[src/rtl/serial_rx_pkg.sv]
package serial_rx_pkg;

   typedef enum logic [1:0] {
      FMT_STD   = 2'b00,
      FMT_SHORT = 2'b01,
      FMT_LONG  = 2'b10,
      FMT_ALT   = 2'b11
   } rx_fmt_e;

   typedef enum logic [2:0] {
      RX_IDLE  = 3'd0,
      RX_START = 3'd1,
      RX_BITS  = 3'd2,
      RX_STOP  = 3'd3,
      RX_HOLD  = 3'd4
   } rx_state_e;

endpackage

[src/rtl/serial_rx_sync.sv]
module serial_rx_sync #(
   parameter int STAGES = 2
) (
   input  logic clk,
   input  logic rst_n,
   input  logic din,
   output logic dout
);

   if (STAGES < 2) begin : g_bad_stages
      $error("serial_rx_sync: STAGES must be at least 2");
   end

   logic [STAGES-1:0] chain;

   always_ff @(posedge clk or negedge rst_n) begin
      if (!rst_n) chain[0] <= 1'b1;
      else        chain[0] <= din;
   end

   for (genvar s = 1; s < STAGES; s++) begin : g_stage
      always_ff @(posedge clk or negedge rst_n) begin
         if (!rst_n) chain[s] <= 1'b1;
         else        chain[s] <= chain[s-1];
      end
   end

   assign dout = chain[STAGES-1];

endmodule

[src/rtl/serial_rx_frame.sv]
module serial_rx_frame
   import serial_rx_pkg::*;
#(
   parameter int OVS    = 16,
   parameter int DATA_W = 8
) (
   input  logic              clk,
   input  logic              rst_n,
   input  logic              tick,
   input  logic              rxs,
   input  rx_fmt_e           fmt,
   input  logic              par_en,
   input  logic              par_odd,
   output logic              done,
   output logic [DATA_W:0]   char_q,
   output logic              par_bad,
   output logic              frm_stat
);

   localparam int DMAX = DATA_W + 1;
   localparam int CW   = $clog2(OVS);
   localparam int HALF = OVS / 2;
   localparam int IW   = $clog2(DMAX + 2);

   if (OVS < 4 || (OVS % 2) != 0) begin : g_bad_ovs
      $error("serial_rx_frame: OVS must be even and at least 4");
   end
   if (DATA_W < 2) begin : g_bad_width
      $error("serial_rx_frame: DATA_W must be at least 2");
   end

   rx_state_e       st;
   logic [CW-1:0]   tcnt;
   logic [IW-1:0]   bidx;
   logic [IW-1:0]   ndata;
   logic [IW-1:0]   nbits;
   logic            use_par;
   logic [DMAX-1:0] dat;
   logic            pbit;
   logic            half_hit;
   logic            full_hit;

   always_comb begin
      unique case (fmt)
         FMT_SHORT: ndata = IW'(DATA_W - 1);
         FMT_LONG:  ndata = IW'(DATA_W + 1);
         default:   ndata = IW'(DATA_W);
      endcase
   end

   assign use_par  = par_en && (fmt != FMT_LONG);
   assign nbits    = ndata + IW'(use_par);
   assign half_hit = (tcnt == CW'(HALF - 1));
   assign full_hit = (tcnt == CW'(OVS - 1));

   always_ff @(posedge clk or negedge rst_n) begin
      if (!rst_n) begin
         st       <= RX_IDLE;
         tcnt     <= '0;
         bidx     <= '0;
         dat      <= '0;
         pbit     <= 1'b0;
         done     <= 1'b0;
         frm_stat <= 1'b0;
      end else begin
         done <= 1'b0;
         if (rxs && st != RX_STOP) frm_stat <= 1'b0;
         unique case (st)
            RX_IDLE: begin
               if (tick && !rxs) begin
                  st   <= RX_START;
                  tcnt <= '0;
               end
            end
            RX_START: begin
               if (tick) begin
                  if (half_hit) begin
                     tcnt <= '0;
                     bidx <= '0;
                     dat  <= '0;
                     pbit <= 1'b0;
                     st   <= rxs ? RX_IDLE : RX_BITS;
                  end else begin
                     tcnt <= tcnt + 1'b1;
                  end
               end
            end
            RX_BITS: begin
               if (tick) begin
                  if (full_hit) begin
                     tcnt <= '0;
                     if (bidx < ndata) begin
                        for (int i = 0; i < DMAX; i++) begin
                           if (bidx == IW'(i)) dat[i] <= rxs;
                        end
                     end else begin
                        pbit <= rxs;
                     end
                     bidx <= bidx + 1'b1;
                     if (bidx == nbits - 1'b1) st <= RX_STOP;
                  end else begin
                     tcnt <= tcnt + 1'b1;
                  end
               end
            end
            RX_STOP: begin
               if (tick) begin
                  if (full_hit) begin
                     tcnt <= '0;
                     done <= 1'b1;
                     if (rxs) begin
                        st <= RX_IDLE;
                     end else begin
                        st       <= RX_HOLD;
                        frm_stat <= 1'b1;
                     end
                  end else begin
                     tcnt <= tcnt + 1'b1;
                  end
               end
            end
            RX_HOLD: begin
               if (rxs) st <= RX_IDLE;
            end
            default: st <= RX_IDLE;
         endcase
      end
   end

   assign char_q  = dat;
   assign par_bad = use_par && ((^dat) ^ pbit ^ par_odd);


   sample_on_tick_chk: assert property (@(posedge clk) disable iff (!rst_n)
      done |-> $past(tick));


   done_single_chk: assert property (@(posedge clk) disable iff (!rst_n)
      done |=> !done);


   frm_clear_chk: assert property (@(posedge clk) disable iff (!rst_n)
      (frm_stat && rxs) |=> !frm_stat);


   frm_hold_chk: assert property (@(posedge clk) disable iff (!rst_n)
      (frm_stat && !rxs) |=> frm_stat);

endmodule

[src/rtl/serial_rx_hold.sv]
module serial_rx_hold #(
   parameter int DATA_W = 8
) (
   input  logic            clk,
   input  logic            rst_n,
   input  logic            load,
   input  logic [DATA_W:0] char_d,
   input  logic            pbad_d,
   input  logic            rd_stb,
   output logic [DATA_W:0] buf_q,
   output logic            full,
   output logic            perr,
   output logic            ovr
);

   always_ff @(posedge clk or negedge rst_n) begin
      if (!rst_n) begin
         buf_q <= '0;
         full  <= 1'b0;
         perr  <= 1'b0;
         ovr   <= 1'b0;
      end else if (load) begin
         buf_q <= char_d;
         full  <= 1'b1;
         perr  <= pbad_d;
         ovr   <= rd_stb ? 1'b0 : (ovr | full);
      end else if (rd_stb) begin
         full <= 1'b0;
         perr <= 1'b0;
         ovr  <= 1'b0;
      end
   end


   read_clears_chk: assert property (@(posedge clk) disable iff (!rst_n)
      (rd_stb && !load) |=> (!full && !perr && !ovr));


   overrun_set_chk: assert property (@(posedge clk) disable iff (!rst_n)
      (load && full && !rd_stb) |=> ovr);


   load_full_chk: assert property (@(posedge clk) disable iff (!rst_n)
      load |=> full);

endmodule

[src/rtl/serial_frame_rx.sv]
module serial_frame_rx
   import serial_rx_pkg::*;
#(
   parameter int OVS         = 16,
   parameter int DATA_W      = 8,
   parameter int SYNC_STAGES = 2
) (
   input  logic              clk,
   input  logic              rst_n,
   input  logic              tick,
   input  logic              rx_line,
   input  logic [1:0]        fmt,
   input  logic              par_en,
   input  logic              par_odd,
   input  logic              rd_stb,
   output logic [DATA_W-1:0] rd_data,
   output logic              rd_bit9,
   output logic              buf_full,
   output logic              par_err,
   output logic              ovr_err,
   output logic              frm_stat
);

   logic            rxs;
   logic            done;
   logic [DATA_W:0] char_q;
   logic            par_bad;
   logic [DATA_W:0] buf_q;

   serial_rx_sync #(.STAGES(SYNC_STAGES)) u_sync (
      .clk  (clk),
      .rst_n(rst_n),
      .din  (rx_line),
      .dout (rxs)
   );

   serial_rx_frame #(.OVS(OVS), .DATA_W(DATA_W)) u_frame (
      .clk     (clk),
      .rst_n   (rst_n),
      .tick    (tick),
      .rxs     (rxs),
      .fmt     (rx_fmt_e'(fmt)),
      .par_en  (par_en),
      .par_odd (par_odd),
      .done    (done),
      .char_q  (char_q),
      .par_bad (par_bad),
      .frm_stat(frm_stat)
   );

   serial_rx_hold #(.DATA_W(DATA_W)) u_hold (
      .clk   (clk),
      .rst_n (rst_n),
      .load  (done),
      .char_d(char_q),
      .pbad_d(par_bad),
      .rd_stb(rd_stb),
      .buf_q (buf_q),
      .full  (buf_full),
      .perr  (par_err),
      .ovr   (ovr_err)
   );

   assign rd_data = buf_q[DATA_W-1:0];
   assign rd_bit9 = buf_q[DATA_W];


   long_no_parity_chk: assert property (@(posedge clk) disable iff (!rst_n)
      (done && fmt == 2'b10) |=> !par_err);

endmodule

[config.mk]
export PLATFORM = sky130hd
export DESIGN_NAME = serial_frame_rx
export DESIGN_NICKNAME = d
export VERILOG_FILES = /design/src/rtl/serial_rx_pkg.sv /design/src/rtl/serial_rx_sync.sv /design/src/rtl/serial_rx_frame.sv /design/src/rtl/serial_rx_hold.sv /design/src/rtl/serial_frame_rx.sv
export SDC_FILE = /design/constraint.sdc
export NUM_CORES = 1
export LEC_CHECK = 0
export BUFFER_PORTS_ARGS = -buffer_cell sky130_fd_sc_hd__buf_2
export CAP_MARGIN = 5
export CORE_ASPECT_RATIO = 0.75
export CORE_MARGIN = 1.5
export CORE_UTILIZATION = 35
export DETAILED_ROUTE_END_ITERATION = 7
export PLACE_DENSITY_LB_ADDON = 0.12
export SYNTH_ARGS = -nofsm -noshare
export SYNTH_HDL_FRONTEND = slang
export SYNTH_HIERARCHICAL = 1
export SYNTH_SLANG_ARGS = --single-unit
export TNS_END_PERCENT = 30
[constraint.sdc]
create_clock -name clk -period 2.5 [get_ports clk]
set_clock_uncertainty 0.05 [all_clocks]
set_input_delay 0.5 -clock clk [delete_from_list [all_inputs] [get_ports clk]]
set_output_delay 0.5 -clock clk [all_outputs]
set_load 0.01 [all_outputs]
# Yosys cells after proc, flatten, opt, wreduce, memory -nomap -nowiden
# Cells that the tools add are included.
# word_totals
inputBits	9
wordCells	152
reg_bits	37
output_inout_bits	13
# op_classes
bitwise	3
eq_ne	40
order_cmp	1
n_mux	58
addsub	4
n_reduce_logical	25
# op_table
op	count
$reduce_and 7->1	9
$mux 9	5
$mux 4	9
$ne 2x1->1 const B	16
$mux 3	10
$mux 1	27
$eq 4x3->1 const B	5
$pmux 9 s2	1
$pmux 4 s2	2
$pmux 3 s5	1
$ne 2x2->1 const B	6
$pmux 4 s3	1
$reduce_and 9->1	1
$reduce_xor 9->1	1
$add 4x1->4 const B	2
$eq 4x2->1 const B	2
$eq 4x4->1 const B	2
$eq 3x2->1 const B	2
$reduce_and 6->1	1
$reduce_and 5->1	1
$add 4x1->4	1
$eq 4x1->1 const B	1
$eq 4x4->1	1
$logic_and 1x1->1	4
other kinds (18)	20

# Logic depth before layout (Yosys ltp)
# logic_depth
ltp_word	9
mapped_depth	8
mapped_depth_nobuf	8

# Hierarchy
# The synthesis kept the hierarchy.
# by_module_without_submodules
module	instances	seq_area_each_um2	cells_per_inst	area_each_um2
serial_rx_frame	1	575.6	166	1624.1
serial_rx_hold	1	300.3	28	446.7
serial_rx_sync	1	52.6	2	52.6

# Worst setup path before layout
# No wires, ideal clock.
# synth_path
path_type	input-to-reg
startpoint	input port fmt[0]
endpoint	register u_frame.st[0]
arrival_time_ns	1.845
slack_ns	0.494
t_required_ns	2.340
n_path_buf	0
stages	7
setup_time_ns	0.110
path_cell_list	inv_1 > ha_1 > nor2b_1 > fa_1 > xor2_1 > o21a_1 > o41ai_1
# synth_between
elab_chain_cells	7
word_cells_on_any_way	10
classes_between	add/sub (2); eq/ne (5); mux (1); reduce/logical (2)
# synth_rtl
item	line_no	text
start: declaration	serial_frame_rx.sv:12	input logic [1:0] fmt,
$eq 2x2->1, or another cell as far along	serial_rx_frame.sv:44	unique case (fmt)
$pmux 4 s2 or $logic_and 1x1->1 (tied branches)	serial_rx_frame.sv:44, serial_rx_frame.sv:51	
$add 4x1->4 (*)	serial_rx_frame.sv:52	assign nbits = ndata + IW'(use_par);
$sub 4x1->4 (*)	serial_rx_frame.sv:100	if (bidx == nbits - 1'b1) st <= RX_STOP;
$eq 4x4->1 (*)	serial_rx_frame.sv:100	
$ne 2x1->1 (no source line) (*)	--	
$reduce_and 9->1 (no source line) (*)	--	
end signal: assignment	serial_rx_frame.sv:82	st <= rxs ? RX_IDLE : RX_BITS;
end: declaration	serial_rx_frame.sv:32	rx_state_e st;
# Mark *: on every way between the ends. The rest lies on a longest branch, timed or not.
# A chain may end at the register's enable or synchronous reset.

# Final worst setup path
# layout_path
startpoint	input port fmt[1]
endpoint	register u_frame.dat[3] (netlist: u_frame/char_q[3])
# layout_between
elab_chain_cells	5
word_cells_on_any_way	6
classes_between	order compare (1); eq/ne (3); mux (1); reduce/logical (1)
# layout_rtl
item	line_no	text
$eq 2x2->1 or $eq 2x1->1 (tied branches)	serial_rx_frame.sv:44	
$pmux 4 s2 (*)	serial_rx_frame.sv:44	
$lt 4x4->1 (*)	serial_rx_frame.sv:92	if (bidx < ndata) begin
$ne 2x1->1 (no source line) (*)	--	
$reduce_and 7->1 (no source line) (*)	--	
end signal: indexed assignment	serial_rx_frame.sv:94	if (bidx == IW'(i)) dat[i] <= rxs;
end: declaration	serial_rx_frame.sv:38	logic [DMAX-1:0] dat;
# Marks and branches as above.

==> flow_summary_export.csv <==
group,metric,value,unit
outcome,status,"finished clean",
place,io_buffers,21,
drt,dr_wl_met2,1690,um
floorplanning,core_area,5830,sq um
drt,wl_per_cell,14.7,um
run,max_cap_viol_count,0,
synth,synthArstFlopShare,1.00,
timing,fmax,0.494,GHz
synth,syn_area_per_cell,10.8,sq um
synth,yosysTopAreaCell,"dfrtp_1",
timing,finalHoldViolCount,0,
timing,setup_tns,0,ns
power,p_per_area,793,nW/um^2
floorplanning,dieArea,6550,sq um
setup_path,cp.depth,9,
global_routing,grt_max_degree,38,
setup_path,setup.worst_path.start,"fmt[1]",
synth,ys.flop_type,"dfrtp_1",
drt,via_per_inst,4.99,
cts,cts_tree,"yes",
synth,yosys.area.top_type_share,0.412,
setup_path,crit_slowest_cell,"a2bb2oi_1",
timing,setup_viol,0,
global_routing,overflow,0,
cts,root_buffer,"clkbuf_8",
power,power_frac_seq,0.444,
floorplanning,start_util,0.364,
setup_path,path_cells,"buf_2 -> inv_1 -> ha_1 -> inv_1 -> ha_1 -> o21a_1 -> a2bb2oi_1 -> a211oi_1 -> mux2i_1",
setup_path,worst-setup-path-type,"primary input to register",
power,switching_power,704,uW
setup_path,crit_fanout,6,
power,swShare,0.375,
setup_path,cp-start-kind,"primary input",
synth,synth_area_leaders,"dfrtp_1, ha_1, mux2_2",
synth,synth_edf_count,0,
setup_path,reg2reg_depth,5,
floorplanning,die_x,92.9,um
cts,cts_hold_buf,0,
setup_path,cp_top_family,"compound AO/OA/AOI/OAI gates",
setup_path,path_buf_inv,3,
cells_and_area,nets,238,
timing,timing.final.crit_period,2.02,ns
synth,yosys_warnings,6,
cts,cts_buffer_depth,2,
place,dpl_cell_area,2280,sq um
cells_and_area,final_util,0.406,
drt,drcViolationCount,0,
cts,clock_sinks,37,
floorplanning,ios,22,
cts,htreeDepth,2,
cells_and_area,fill_cells,584,
power,power_leakage,0.00114,uW
place,gp_congestion,0.809,
cts,insertion_delay,0.28,ns
power,internal_power,1170,uW
cells_and_area,n_antenna_cell,0,
hold_path,hold_class,"primary input to async pin",
drt,highest_layer,"met4",
global_routing,grt_pass1_wl,7690,um
power,power_frac_clock,0.218,
timing,min_period_over_period,0.809,
synth,synthCells,196,
cts,post_cts_buffers,0,
synth,synthTopCellsByCount,"dfrtp_1, nand2_1, ha_1",
drt,wl_met1,2500,um
setup_path,critPathMaxStageDelay,0.46,ns
drt,routed_wl,4360,um
timing,worst_pin_slew,0.824,ns
global_routing,grt_pass1_vias,1537,
global_routing,track_usage,0.150,
synth,syn_area,2120,sq um
drt,drt_iter0_markers,86,
setup_path,cp.arrival,2.12,ns
cts,cts_buffers,5,
synth,ys_seq_elements,37,
power,p_comb_frac,0.338,
timing,slew_headroom,0.451,
cells_and_area,design_area,2370,sq um
synth,syn_nets,216,
floorplanning,fp-row-count,24,
power,peakVddDrop,0.263,mV
global_routing,antenna_found_initial,0,
timing,hold_slack,0.258,ns
floorplanning,die_h,70.5,um
drt,vias,1481,
setup_path,worstReg2RegStart,"u_frame/bidx[2]$_DFFE_PN0P_",
timing,rsz0062_at_grt,"false",
cts,clkTransAtPathRegs,0.07,ns
cells_and_area,drive_gt1_frac,0.233,
drt,ant_nets,0,
cells_and_area,area_growth,11.4,%
synth,ys_seq_area_frac,0.437,
synth,synth.most_common_cell,"dfrtp_1",
synth,synth_cell_types,57,
cts,cts_resized,0,
drt,dr_wl_met3,156,um
setup_path,crit_required,2.60,ns
timing,slew_violations,0,
place,hpwl,3110,um
drt,dr.pass1.iters,4,
setup_path,endpoint_kind,"register",
[worst paths after layout]
| kind | end | slack (ns) |
|---|---|---|
| max in group asynchronous | u_frame/char_q[6]$_DFFE_PN0P_ | 1.62 |
| min in group clk | u_sync/chain[0]$_DFF_PN1_ | 0.26 |
| setup reg to reg | u_frame/char_q[3]$_DFFE_PN0P_ | 0.58 |
| setup / recovery | u_frame/char_q[3]$_DFFE_PN0P_ | 0.48 |
| hold reg to reg | u_sync/dout$_DFF_PN1_ | 0.30 |
| hold / removal | u_frame/tcnt[1]$_DFFE_PN0P_ | 0.26 |
[power by group through the flow]
stage / clock network [uW] / logic [uW] / registers, uW
CTS: 424 / 635 / 832
finish: 410 / 634 / 832
detailed placement: 0 / 627 / 842
global placement: 0 / 631 / 846
floorplan: 0 / 555 / 763
global route: 451 / 721 / 856
[stage by stage]
stage	std cells	total power [uW]	worst slack, ns
2_1_floorplan	196	1320	0.494
3_3_place_gp	289	1480	0.193
3_5_place_dp	289	1470	0.162
4_1_cts	297	1890	0.463
5_1_grt	297	2030	0.254
6_report	297	1880	0.477
[flip-flops by register name, summed over array words and instances, names as in the netlist]
signal	flops
u_hold/full	1
u_frame/frm_stat	1
u_frame/st	3
u_hold/buf_q	9
u_frame/bidx	4
u_frame/done	1
u_sync/dout	1
u_frame/pbit	1
u_sync/chain	1
u_frame/char_q	9
u_frame/tcnt	4
u_hold/perr	1
u_hold/ovr	1
[layout by cell type (no fill, tap or decap), types with 3 or more instances in the layout]
cell	n
a211oi_1	3
a21oi_1	4
buf_2	21
clkbuf_8	5
dfrtp_1	35
ha_1	10
inv_1	9
mux2_2	9
mux2i_1	9
nand2_1	19
nand3_1	5
nand4_1	7
nor2_1	9
nor2b_1	3
o211ai_1	4
o21ai_0	5
o21ai_1	5
xnor2_1	7
xor2_1	4
[worst register-to-register path, cell delays in order (launching register included)]
cell and delay (ns):
dfrtp_1 0.47, ha_1 0.32, o21a_1 0.14, a2bb2oi_1 0.46
a211oi_1 0.18, mux2i_1 0.15
[logic make-up (layout without fill, tap and decap cells)]
kind of cell | Yosys count | after routing | share of synthesized area
fa+ha+maj | 11 | 11 | 0.0684
compound gates | 40 | 40 | 0.143
simple gates | 60 | 60 | 0.157
flops | 37 | 37 | 0.437
xor+xnor | 13 | 13 | 0.0636
buf+inv | 17 | 40 | 0.0412
mux | 18 | 18 | 0.0902
[routing by layer]
layer | GRT usage | up-vias
met3 | 0.0327 | 2
met1 | 0.234 | 710
li1 | - | 745
met4 | 0.0404 | 0
met5 | 0 | -
met2 | 0.206 | 24
[layout make-up]
cell class / count / area (sq um) / share of cell area
inverters: 10 / 37.5 / 0.0159
well taps: 78 / 97.6 / 0.0412
repair buffers: 22 / 113 / 0.0476
flip-flops and latches: 37 / 928 / 0.392
multi-input cells: 142 / 1110 / 0.468
clock inverters: 2 / 10.0 / 0.00423
clock buffers: 6 / 72.6 / 0.0307
Power figures use the tool's default switching activity.
